File: src/rtl/posit_dec_pkg.sv
package posit_dec_pkg;

  localparam int unsigned F32_W     = 32;
  localparam int unsigned F32_MAN_W = 23;
  localparam int          F32_BIAS  = 127;
  localparam int unsigned PREC_W    = 2;

  localparam logic [F32_W-1:0] F32_QNAN   = 32'h7FC0_0000;
  localparam logic [F32_W-2:0] F32_MAXMAG = 31'h7F7F_FFFF;

  typedef enum logic [PREC_W-1:0] {
    PREC_P8    = 2'b00,
    PREC_P16   = 2'b01,
    PREC_SPARE = 2'b10,
    PREC_WIDE  = 2'b11
  } prec_e;

endpackage

File: src/rtl/posit_run_detect.sv
module posit_run_detect #(
  parameter int unsigned BODY_W = 15,
  parameter int unsigned CNT_W  = 5
) (
  input  logic [BODY_W-1:0] body_i,
  input  logic [CNT_W-1:0]  lim_i,
  output logic              run_bit_o,
  output logic [CNT_W-1:0]  run_len_o
);

  logic [BODY_W-1:0] same;
  logic [BODY_W-1:0] in_run;

  assign run_bit_o = body_i[BODY_W-1];

  for (genvar g = 0; g < BODY_W; g++) begin : g_chain
    assign same[g] = (body_i[BODY_W-1-g] == run_bit_o);
    if (g == 0) begin : g_head
      assign in_run[g] = same[g] && (lim_i != '0);
    end else begin : g_tail
      assign in_run[g] = in_run[g-1] && same[g] && (CNT_W'(g) < lim_i);
    end
  end

  always_comb begin
    run_len_o = '0;
    for (int i = 0; i < BODY_W; i++) begin
      run_len_o = run_len_o + CNT_W'(in_run[i]);
    end
  end

  always_comb begin
    AST_RUN_BOUND: assert (run_len_o <= lim_i);
  end

endmodule

File: src/rtl/posit_field_split.sv
module posit_field_split #(
  parameter int unsigned BODY_W  = 15,
  parameter int unsigned CNT_W   = 5,
  parameter int unsigned ES_W    = 3,
  parameter int unsigned SCALE_W = 16
) (
  input  logic [BODY_W-1:0]         body_i,
  input  logic                      run_bit_i,
  input  logic [CNT_W-1:0]          run_len_i,
  input  logic [ES_W-1:0]           es_i,
  output logic signed [SCALE_W-1:0] scale_o,
  output logic [BODY_W-1:0]         frac_o
);

  logic [CNT_W:0]             skip;
  logic [BODY_W-1:0]          rest;
  logic [BODY_W-1:0]          ebits;
  logic signed [SCALE_W-1:0]  klen;
  logic signed [SCALE_W-1:0]  kval;

  // drop the regime run and its terminating bit; shifted-in zeros cover
  // exponent bits cut off at the end of the word
  assign skip = {1'b0, run_len_i} + 1'b1;
  assign rest = body_i << skip;

  assign ebits  = (es_i == '0) ? '0 : (rest >> (BODY_W - int'(es_i)));
  assign frac_o = rest << es_i;

  assign klen = signed'({{(SCALE_W-CNT_W){1'b0}}, run_len_i});
  assign kval = run_bit_i ? (klen - SCALE_W'(1)) : -klen;

  assign scale_o = (kval <<< es_i) + signed'({{(SCALE_W-BODY_W){1'b0}}, ebits});

endmodule

File: src/rtl/posit_f32_pack.sv
module posit_f32_pack
  import posit_dec_pkg::*;
#(
  parameter int unsigned FRAC_W  = 15,
  parameter int unsigned SCALE_W = 16
) (
  input  logic                      sgn_i,
  input  logic                      zero_i,
  input  logic                      nar_i,
  input  logic signed [SCALE_W-1:0] scale_i,
  input  logic [FRAC_W-1:0]         frac_i,
  output logic [F32_W-1:0]          word_o
);

  logic [F32_MAN_W-1:0] man;
  int                   sc;

  if (FRAC_W >= F32_MAN_W) begin : g_trunc
    assign man = frac_i[FRAC_W-1 -: F32_MAN_W];
  end else begin : g_pad
    assign man = {frac_i, {(F32_MAN_W-FRAC_W){1'b0}}};
  end

  assign sc = int'(scale_i);

  always_comb begin
    if (nar_i) begin
      word_o = F32_QNAN;
    end else if (zero_i) begin
      word_o = '0;
    end else if (sc > F32_BIAS) begin
      word_o = {sgn_i, F32_MAXMAG};
    end else if (sc < (1 - F32_BIAS)) begin
      word_o = {sgn_i, {(F32_W-1){1'b0}}};
    end else begin
      word_o = {sgn_i, 8'(sc + F32_BIAS), man};
    end
  end

endmodule

File: src/rtl/posit_f32_unpack.sv
module posit_f32_unpack
  import posit_dec_pkg::*;
#(
  parameter int unsigned PMAX_W = 16,
  parameter int unsigned PMIN_W = 8,
  parameter int unsigned ES_W   = 3
) (
  input  logic              clk,
  input  logic              rst,
  input  logic              vld_i,
  input  logic [F32_W-1:0]  op_i,
  input  logic              posit_en_i,
  input  logic [PREC_W-1:0] prec_i,
  input  logic [ES_W-1:0]   es_i,
  output logic              vld_o,
  output logic [F32_W-1:0]  res_o
);

  localparam int unsigned BODY_W  = PMAX_W - 1;
  localparam int unsigned CNT_W   = $clog2(PMAX_W + 1);
  localparam int unsigned SCALE_W = 16;
  localparam int unsigned PAD_W   = PMAX_W - PMIN_W;

  logic                      narrow;
  logic [PMAX_W-1:0]         pw;
  logic                      sgn;
  logic                      is_zero;
  logic                      is_nar;
  logic [BODY_W-1:0]         body;
  logic [CNT_W-1:0]          lim;
  logic                      run_bit;
  logic [CNT_W-1:0]          run_len;
  logic signed [SCALE_W-1:0] scale;
  logic [BODY_W-1:0]         frac;
  logic [F32_W-1:0]          posit_word;
  logic [F32_W-1:0]          conv;

  // the narrow format is left-justified so one detector serves both widths
  assign narrow = (prec_i == PREC_P8);
  assign pw     = narrow ? {op_i[PMIN_W-1:0], {PAD_W{1'b0}}} : op_i[PMAX_W-1:0];

  assign sgn     = pw[PMAX_W-1];
  assign is_zero = (pw == '0);
  assign is_nar  = (pw == {1'b1, {(PMAX_W-1){1'b0}}});
  assign body    = sgn ? (~pw[BODY_W-1:0] + 1'b1) : pw[BODY_W-1:0];
  assign lim     = narrow ? CNT_W'(PMIN_W - 1) : CNT_W'(PMAX_W - 1);

  posit_run_detect #(
    .BODY_W (BODY_W),
    .CNT_W  (CNT_W)
  ) u_run (
    .body_i    (body),
    .lim_i     (lim),
    .run_bit_o (run_bit),
    .run_len_o (run_len)
  );

  posit_field_split #(
    .BODY_W  (BODY_W),
    .CNT_W   (CNT_W),
    .ES_W    (ES_W),
    .SCALE_W (SCALE_W)
  ) u_split (
    .body_i    (body),
    .run_bit_i (run_bit),
    .run_len_i (run_len),
    .es_i      (es_i),
    .scale_o   (scale),
    .frac_o    (frac)
  );

  posit_f32_pack #(
    .FRAC_W  (BODY_W),
    .SCALE_W (SCALE_W)
  ) u_pack (
    .sgn_i   (sgn),
    .zero_i  (is_zero),
    .nar_i   (is_nar),
    .scale_i (scale),
    .frac_i  (frac),
    .word_o  (posit_word)
  );

  assign conv = posit_en_i ? posit_word : op_i;

  always_ff @(posedge clk) begin
    if (rst) begin
      vld_o <= 1'b0;
      res_o <= '0;
    end else begin
      vld_o <= vld_i;
      if (vld_i) begin
        res_o <= conv;
      end
    end
  end

  AST_VALID_FOLLOWS: assert property (@(posedge clk) disable iff (rst)
    vld_i |=> vld_o);
  AST_VALID_DROPS: assert property (@(posedge clk) disable iff (rst)
    !vld_i |=> !vld_o);
  AST_HOLD_IDLE: assert property (@(posedge clk) disable iff (rst)
    !vld_i |=> $stable(res_o));
  AST_BYPASS_EXACT: assert property (@(posedge clk) disable iff (rst)
    (vld_i && !posit_en_i) |=> (res_o == $past(op_i)));
  AST_NAR_QNAN: assert property (@(posedge clk) disable iff (rst)
    (vld_i && posit_en_i && (prec_i == 2'b00) && (op_i[7:0] == 8'h80))
      |=> (res_o == 32'h7FC0_0000));
  AST_ZERO_P16: assert property (@(posedge clk) disable iff (rst)
    (vld_i && posit_en_i && (prec_i != 2'b00) && (op_i[15:0] == 16'h0000))
      |=> (res_o == 32'h0000_0000));
  AST_NO_INF: assert property (@(posedge clk) disable iff (rst)
    (vld_i && posit_en_i) |=> ((res_o[30:23] != 8'hFF) || (res_o == 32'h7FC0_0000)));

endmodule

File: config.mk
export PLATFORM = sky130hd
export DESIGN_NAME = posit_f32_unpack
export DESIGN_NICKNAME = d
export VERILOG_FILES = /design/src/rtl/posit_dec_pkg.sv /design/src/rtl/posit_run_detect.sv /design/src/rtl/posit_field_split.sv /design/src/rtl/posit_f32_pack.sv /design/src/rtl/posit_f32_unpack.sv
export SDC_FILE = /design/constraint.sdc
export NUM_CORES = 1
export LEC_CHECK = 0
export ABC_AREA = 1
export ABC_CLOCK_PERIOD_IN_PS = 29300
export CAP_MARGIN = 20
export CORE_MARGIN = 5
export CORE_UTILIZATION = 62
export CTS_BUF_LIST = sky130_fd_sc_hd__clkbuf_8
export DETAILED_ROUTE_END_ITERATION = 16
export GPL_TIMING_DRIVEN = 0
export PLACE_DENSITY = 0.89
export SYNTH_ARGS = -nofsm -noshare
export SYNTH_HDL_FRONTEND = slang
export SYNTH_SLANG_ARGS = --single-unit
File: constraint.sdc
create_clock -name clk -period 29.3 [get_ports clk]
set_clock_uncertainty 0.1 [all_clocks]
set_input_delay 8.79 -clock clk [delete_from_list [all_inputs] [get_ports clk]]
set_output_delay 8.79 -clock clk [all_outputs]
set_load 0.02 [all_outputs]
==> impl_metrics.py, run 1 <==
metrics = {
    "timing": {
        "period_needed_ps": 19740,
        "hold_ws_ps": 411,
        "finalSetupTns_ps": 0,
        "rsz0062_at_grt": "false",
        "maxSlewHeadroom_pct": 64.5,
        "worstMarginPinSlew_ps": 527,
        "fmax_mhz": 50.6,
        "final_hold_viol_count": 0,
        "period_share_pct": 67.4,
        "setup_viol": 0,
        "fin_ws_ps": 9560,
        "slew_viol_final": 0,
    },
    "global_route": {
        "grt_use_total_pct": 27.9,
        "grt_pass1_vias": 5502,
        "grt_max_degree": 11,
        "grt_pass1_wl_um": 24200,
        "antenna_found_initial": 0,
        "grt.overflow.total": 0,
    },
    "synthesis": {
        "synthArstFlopShare_pct": 0,
        "synth_fp_nets": 998,
        "postSynthCellCount": 929,
        "ys_ff_latch": 33,
        "synthesis.area_um2": 5180,
        "yosysWarningCount": 0,
        "postSynthAreaPerCell_um2": 5.58,
        "yosysSeqAreaShare_pct": 12.7,
        "yosys.cell_types.count": 44,
        "synth_edf_count": 0,
        "synth_ff_type": "dfxtp_1",
    },
    "floorplanning": {
        "dieArea_um2": 10300,
        "initial_utilization_pct": 63.4,
        "pin_count": 74,
        "core_area_um2": 8180,
        "rows": 33,
        "die_w_um": 101,
        "die_h_um": 101,
    },
    "route": {
        "via_count": 5974,
        "drtIter0Drc": 329,
        "drc": 0,
        "ant_nets": 0,
        "avgViaCountPerCell": 5.37,
        "routed_wl_um": 14200,
        "drtPass1Iterations": 6,
        "wire_per_inst_um": 12.7,
    },
    "cts": {
        "h-tree-depth": 2,
        "cts_sinks": 33,
        "clock_tree.root_cell": "clkbuf_8",
        "cts_resized": 0,
        "post_cts_buffers": 0,
        "clk_path_buf_depth": 2,
        "insertion_delay_ps": 280,
        "cts_tree": "done",
        "cts_hold_buf": 0,
        "numCtsBuffers": 5,
        "clkTransAtPathRegs_ps": 70,
    },
    "setup_path": {
        "worstSetupStartpoint": "prec_i[1]",
        "cp_max_fo": 10,
        "reg2reg_depth": 2,
        "max_stage_delay_ps": 540,
        "timing.rr.start": "res_o[26]$_SDFFE_PP0P_",
        "cp_top_family": "adder cells",
        "crit_path_start_kind": "input pin",
        "cp_data_required_time_ps": 29380,
        "critPathArrivalTime_ps": 19830,
        "cp-end-kind": "flip-flop",
        "rrSetupSlack_ps": 28520,
        "crit_end": "res_o[13]$_SDFFE_PP0P_",
        "critPathBufInv": 12,
        "criticalPathCategory": "input pin to flip-flop",
        "timing.rr.end": "res_o[26]$_SDFFE_PP0P_",
        "critical_path_depth": 60,
        "crit_path_top_delay_cell": "fa_1",
    },
    "cells_and_area": {
        "antenna_cells": 0,
        "fillers": 759,
        "drive_above_1_share_pct": 7.05,
        "final_nets": 1075,
        "area_growth_pct": 18.2,
        "fin_cells": 1112,
    },
    "placed_design": {
        "place.gp.congestion": 0.944,
        "hpwl_um": 11800,
        "dpl_worst_slack_ps": 9270,
        "placed_cells": 1103,
        "io_buffers": 69,
    },
    "pwr": {
        "leakagePower_nw": 3.01,
        "p_total_uw": 584,
        "irDropWorstVdd_v": 0.0000494,
        "power_density_nw_per_um2": 95.2,
    },
    "flow_run": {
        "maxCapViolCount": 0,
    },
    "min_path": {
        "min_from": "res_o[25]$_SDFFE_PP0P_",
        "min_path_type": "flip-flop to flip-flop",
    },
    "status": {
        "outcome": "finished clean",
    },
}
tightest hold or removal path, delay by kind of cell, from the launching register on:
kind / cells / cell delay, ps
DFF: 1 / 320
AOI/OAI and AO/OA: 1 / 70
and+or+nand+nor: 1 / 90
registers in the layout, summed over array words and instances (netlist names):
register  flops
res_o        32
vld_o         1
where the power goes:
part	leakage (nW)	switching, mW	total [mW]	internal, mW
Clock	0.0626	0.0172	0.0446	0.0274
Combinational	2.67	0.320	0.486	0.167
Sequential	0.274	0.00246	0.0528	0.0504
Total	3.01	0.339	0.584	0.245
per-layer routing:
metal | up-vias | global-route usage, % | wire length [um]
li1 | 3172 | - | -
met1 | 2624 | 37.3 | 6550
met2 | 149 | 48.6 | 6690
met3 | 29 | 2.55 | 586
met4 | 0 | 6.65 | 351
met5 | - | 0 | 0
Yosys cell counts, types with 2 or more instances:
| master | instances | share of area (%) |
|---|---|---|
| o21bai_1 | 2 | 0.29 |
| dfxtp_1 | 33 | 13 |
| nor2_1 | 105 | 7.6 |
| a21oi_1 | 38 | 3.7 |
| nand2_2 | 17 | 2.1 |
| nor3_1 | 6 | 0.58 |
| o21ai_1 | 2 | 0.19 |
| buf_1 | 4 | 0.29 |
| o31ai_1 | 2 | 0.29 |
| nand2_1 | 265 | 19 |
| nand3_1 | 99 | 9.6 |
| o21ai_0 | 101 | 9.7 |
| o211ai_1 | 4 | 0.58 |
| nand2_4 | 8 | 1.7 |
| ha_1 | 19 | 4.6 |
| clkinv_1 | 5 | 0.36 |
| nor2_4 | 7 | 1.5 |
| a21o_1 | 3 | 0.43 |
| nand3_4 | 2 | 0.68 |
| or2_2 | 4 | 0.48 |
| buf_6 | 4 | 0.87 |
| o21ai_2 | 4 | 0.68 |
| o22ai_1 | 5 | 0.60 |
| nand4_1 | 14 | 1.7 |
| inv_1 | 89 | 6.4 |
| xor2_1 | 19 | 3.2 |
| clkbuf_1 | 26 | 1.9 |
| buf_2 | 6 | 0.58 |
| inv_2 | 4 | 0.29 |
| nand3_2 | 4 | 0.77 |
| fa_1 | 9 | 3.5 |
| xnor2_1 | 7 | 1.2 |
kinds of logic after synthesis:
group | after synthesis | synth area share [%]
AND/OR/NAND/NOR | 537 | 46.6
AO/OA/AOI/OAI | 165 | 17.2
buffers and inverters | 139 | 10.9
flip-flops | 33 | 12.7
adder cells (fa/ha/maj) | 28 | 8.06
XOR/XNOR | 26 | 4.39
multiplexers | 1 | 0.193
through the flow:
step                util (%)  area [um2]
finish                  75.0        6130
global route            75.0        6130
CTS                     74.9        6120
detailed placement      73.5        6010
global placement        73.5        6010
floorplan                  -        5180
final cells by class:
type / count / area, um2 / area share [%]
sequential: 33 / 661 / 10.8
clock buffer: 6 / 82.6 / 1.35
clock inverter: 2 / 33.8 / 0.551
tap: 105 / 131 / 2.14
multi-input combinational: 757 / 3960 / 64.6
inverter: 98 / 368 / 6.00
buffer: 41 / 195 / 3.18
timing repair buffer: 70 / 698 / 11.4
placed cells by master (no fill, tap or decap), types with 14 or more instances in the layout:
master,netlist,routed
nand4_1,14,14
nand2_1,265,265
ha_1,19,19
nand3_1,99,99
o21ai_0,101,101
clkbuf_1,26,26
nand2_2,17,17
a21oi_1,38,38
nor2_1,105,105
xor2_1,19,19
clkdlybuf4s50_1,0,69
dfxtp_1,33,33
inv_1,89,90
how the worst min path moves through the flow:
stage                             end  depth (start not counted)
4_1_cts        res_o[25]$_SDFFE_PP0P_                          2
2_1_floorplan  res_o[24]$_SDFFE_PP0P_                          2
3_5_place_dp   res_o[25]$_SDFFE_PP0P_                          2
5_1_grt        res_o[21]$_SDFFE_PP0P_                          2
3_3_place_gp   res_o[28]$_SDFFE_PP0P_                          2
6_report       res_o[25]$_SDFFE_PP0P_                          2
No activity file was read; power rests on OpenSTA's default activity.
==> inputs of run 2 (changes only) <==
--- a/config.mk
+++ b/config.mk
@@ -6,14 +6,14 @@
 export NUM_CORES = 1
 export LEC_CHECK = 0
 export ABC_AREA = 1
-export ABC_CLOCK_PERIOD_IN_PS = 29300
+export ABC_CLOCK_PERIOD_IN_PS = 17350
 export CAP_MARGIN = 20
 export CORE_MARGIN = 5
-export CORE_UTILIZATION = 62
+export CORE_UTILIZATION = 52
 export CTS_BUF_LIST = sky130_fd_sc_hd__clkbuf_8
 export DETAILED_ROUTE_END_ITERATION = 16
 export GPL_TIMING_DRIVEN = 0
-export PLACE_DENSITY = 0.89
+export PLACE_DENSITY = 0.8
 export SYNTH_ARGS = -nofsm -noshare
 export SYNTH_HDL_FRONTEND = slang
 export SYNTH_SLANG_ARGS = --single-unit
==> constraint.sdc (replaced) <==
create_clock -name clk -period 17.35 [get_ports clk]
set_clock_uncertainty 0.1 [all_clocks]
set_input_delay 5.205 -clock clk [delete_from_list [all_inputs] [get_ports clk]]
set_output_delay 5.205 -clock clk [all_outputs]
set_load 0.02 [all_outputs]
==> impl_metrics.py, run 2 (same netlist as run 1, synthesis figures left out) <==
metrics = {
    "pwr": {
        "p_switching_uw": 569,
        "seq_power_share_pct": 9.1,
        "clockPowerShare_pct": 7.8,
        "irDropWorstVdd_v": 0.0000873,
        "swShare_pct": 58.0,
        "intPower_uw": 413,
        "p_total_uw": 982,
        "leakagePower_nw": 3.01,
        "power_density_nw_per_um2": 159,
        "p_comb_share_pct": 83.1,
    },
    "route": {
        "routed_wl_um": 14200,
        "drc": 0,
        "via_count": 5928,
        "avgViaCountPerCell": 5.20,
        "ant_nets": 0,
        "drtIter0Drc": 302,
        "drtPass1Iterations": 5,
        "wire_per_inst_um": 12.4,
    },
    "global_route": {
        "grt_pass1_vias": 5514,
        "grt_pass1_wl_um": 24300,
        "grt.overflow.total": 0,
        "antenna_found_initial": 0,
        "grt_use_total_pct": 24.4,
        "grt_max_degree": 11,
    },
    "cells_and_area": {
        "drive_above_1_share_pct": 7.05,
        "final_cell_mix": "265 x nand2_1, 105 x nor2_1, 101 x o21ai_0",
        "largest_register": "res_o",
        "top_regs": "res_o (32), vld_o (1)",
        "final_nets": 1075,
        "regArea_um2": 661,
        "area_growth_pct": 18.9,
        "multi_input_area_um2": 3960,
        "fillers": 1007,
        "largest_register_ffs": 32,
        "final_util_pct": 63.4,
        "antenna_cells": 0,
        "layout_commonest_cell": "nand2_1",
    },
    "timing": {
        "period_needed_ps": 16020,
        "fmax_mhz": 62.4,
        "fin_ws_ps": 1330,
        "final_hold_viol_count": 0,
        "rsz0062_at_grt": "false",
        "setup_viol": 0,
        "period_share_pct": 92.4,
        "finalSetupTns_ps": 0,
        "worstMarginPinSlew_ps": 555,
        "slew_viol_final": 0,
        "maxSlewHeadroom_pct": 62.6,
    },
    "status": {
        "outcome": "finished clean",
    },
    "floorplanning": {
        "die_h_um": 110,
        "core_area_um2": 9730,
        "rows": 36,
        "initial_utilization_pct": 53.3,
        "dieArea_um2": 12100,
        "die_w_um": 110,
        "pin_count": 74,
    },
    "setup_path": {
        "cp_top_family": "adder cells",
        "rrSetupSlack_ps": 16590,
        "reg2reg_depth": 2,
        "critPathArrivalTime_ps": 16110,
        "cp-end-kind": "flip-flop",
        "critPathBufInv": 12,
        "cp_data_required_time_ps": 17440,
        "cp_max_fo": 10,
        "max_stage_delay_ps": 530,
        "timing.rr.start": "res_o[16]$_SDFFE_PP0P_",
        "timing.rr.end": "res_o[16]$_SDFFE_PP0P_",
        "crit_path_start_kind": "input pin",
        "crit_path_top_delay_cell": "fa_1",
        "criticalPathCategory": "input pin to flip-flop",
    },
    "min_path": {
        "hold_end": "res_o[25]$_SDFFE_PP0P_",
        "hold_depth": 2,
        "min_from": "res_o[25]$_SDFFE_PP0P_",
        "min_path_type": "flip-flop to flip-flop",
    },
    "cts": {
        "clock_tree.root_cell": "clkbuf_8",
        "cts_sinks": 33,
        "h-tree-depth": 2,
        "clkTransAtPathRegs_ps": 70,
        "cts_tree": "done",
        "insertion_delay_ps": 290,
        "cts_hold_buf": 0,
        "post_cts_buffers": 0,
        "clk_path_buf_depth": 2,
        "numCtsBuffers": 5,
        "cts_resized": 0,
    },
    "placed_design": {
        "hpwl_um": 11800,
        "place.gp.congestion": 0.939,
        "io_buffers": 69,
        "dpl_worst_slack_ps": 1010,
    },
    "flow_run": {
        "maxCapViolCount": 0,
    },
}
==> run 2: cell counts in the layout (fill, tap and decap cells not counted) <==
Identical to the previous run, type by type.
==> run 2: metrics by stage <==
stage | instances | hold slack (ps) | instance area [um2]
after global routing | 1140 | 448 | 6170
after floorplan | 929 | 492 | 5180
after global placement | 1131 | 390 | 6040
after CTS | 1139 | 414 | 6160
after detailed placement | 1131 | 396 | 6040
final | 1140 | 412 | 6170
==> run 2: tightest hold or removal path: cells and delay by family, from the launching register on <==
family,cells,cell delay [ps]
simple gates,1,90
flops,1,320
compound gates,1,70
==> run 2: power by group through the flow <==
stage	registers [mW]	clock network (mW)	logic (mW)
final	0.0892	0.0764	0.817
after global placement	0.0905	0	0.794
after global routing	0.0901	0.0804	0.946
after floorplan	0.102	0	0.620
after detailed placement	0.0908	0	0.803
after CTS	0.0891	0.0767	0.806
==> run 2: area by class of cell <==
class,instances,area share [%]
plain buffers,41,3.17
clock inverters,2,0.548
inverters,98,5.97
multi-input cells,757,64.2
repair buffers,70,11.3
well taps,133,2.70
flip-flops and latches,33,10.7
clock buffers,6,1.34
==> run 2: how the worst max path moves through the flow <==
stage / from / to / slack, ps / depth (start not counted)
floorplan: prec_i[1] / res_o[13]$_SDFFE_PP0P_ / 2750 / 58
global placement: prec_i[1] / res_o[15]$_SDFFE_PP0P_ / 1120 / 59
detailed placement: prec_i[1] / res_o[21]$_SDFFE_PP0P_ / 1010 / 60
CTS: prec_i[1] / res_o[21]$_SDFFE_PP0P_ / 1340 / 60
global route: prec_i[1] / res_o[21]$_SDFFE_PP0P_ / 240 / 59
finish: prec_i[1] / res_o[21]$_SDFFE_PP0P_ / 1330 / 60
==> run 2: routing by layer <==
| metal | global-route usage (%) | vias up | part of all wire, % | routed length (um) |
|---|---|---|---|---|
| li1 | - | 3172 | - | - |
| met1 | 32.5 | 2607 | 48 | 6760 |
| met5 | 0 | - | 0 | 0 |
| met2 | 40.4 | 122 | 46 | 6480 |
| met4 | 6.77 | 0 | 2.2 | 305 |
| met3 | 3.99 | 27 | 4.5 | 639 |
==> inputs of run 3 (changes only) <==
--- a/config.mk
+++ b/config.mk
@@ -13,6 +13,7 @@
 export CTS_BUF_LIST = sky130_fd_sc_hd__clkbuf_8
 export DETAILED_ROUTE_END_ITERATION = 16
 export GPL_TIMING_DRIVEN = 0
+export HOLD_SLACK_MARGIN = 0.06
 export PLACE_DENSITY = 0.8
 export SYNTH_ARGS = -nofsm -noshare
 export SYNTH_HDL_FRONTEND = slang
==> results of run 3 <==
The final DEF is identical to that of run 2; final timing and power are the same.
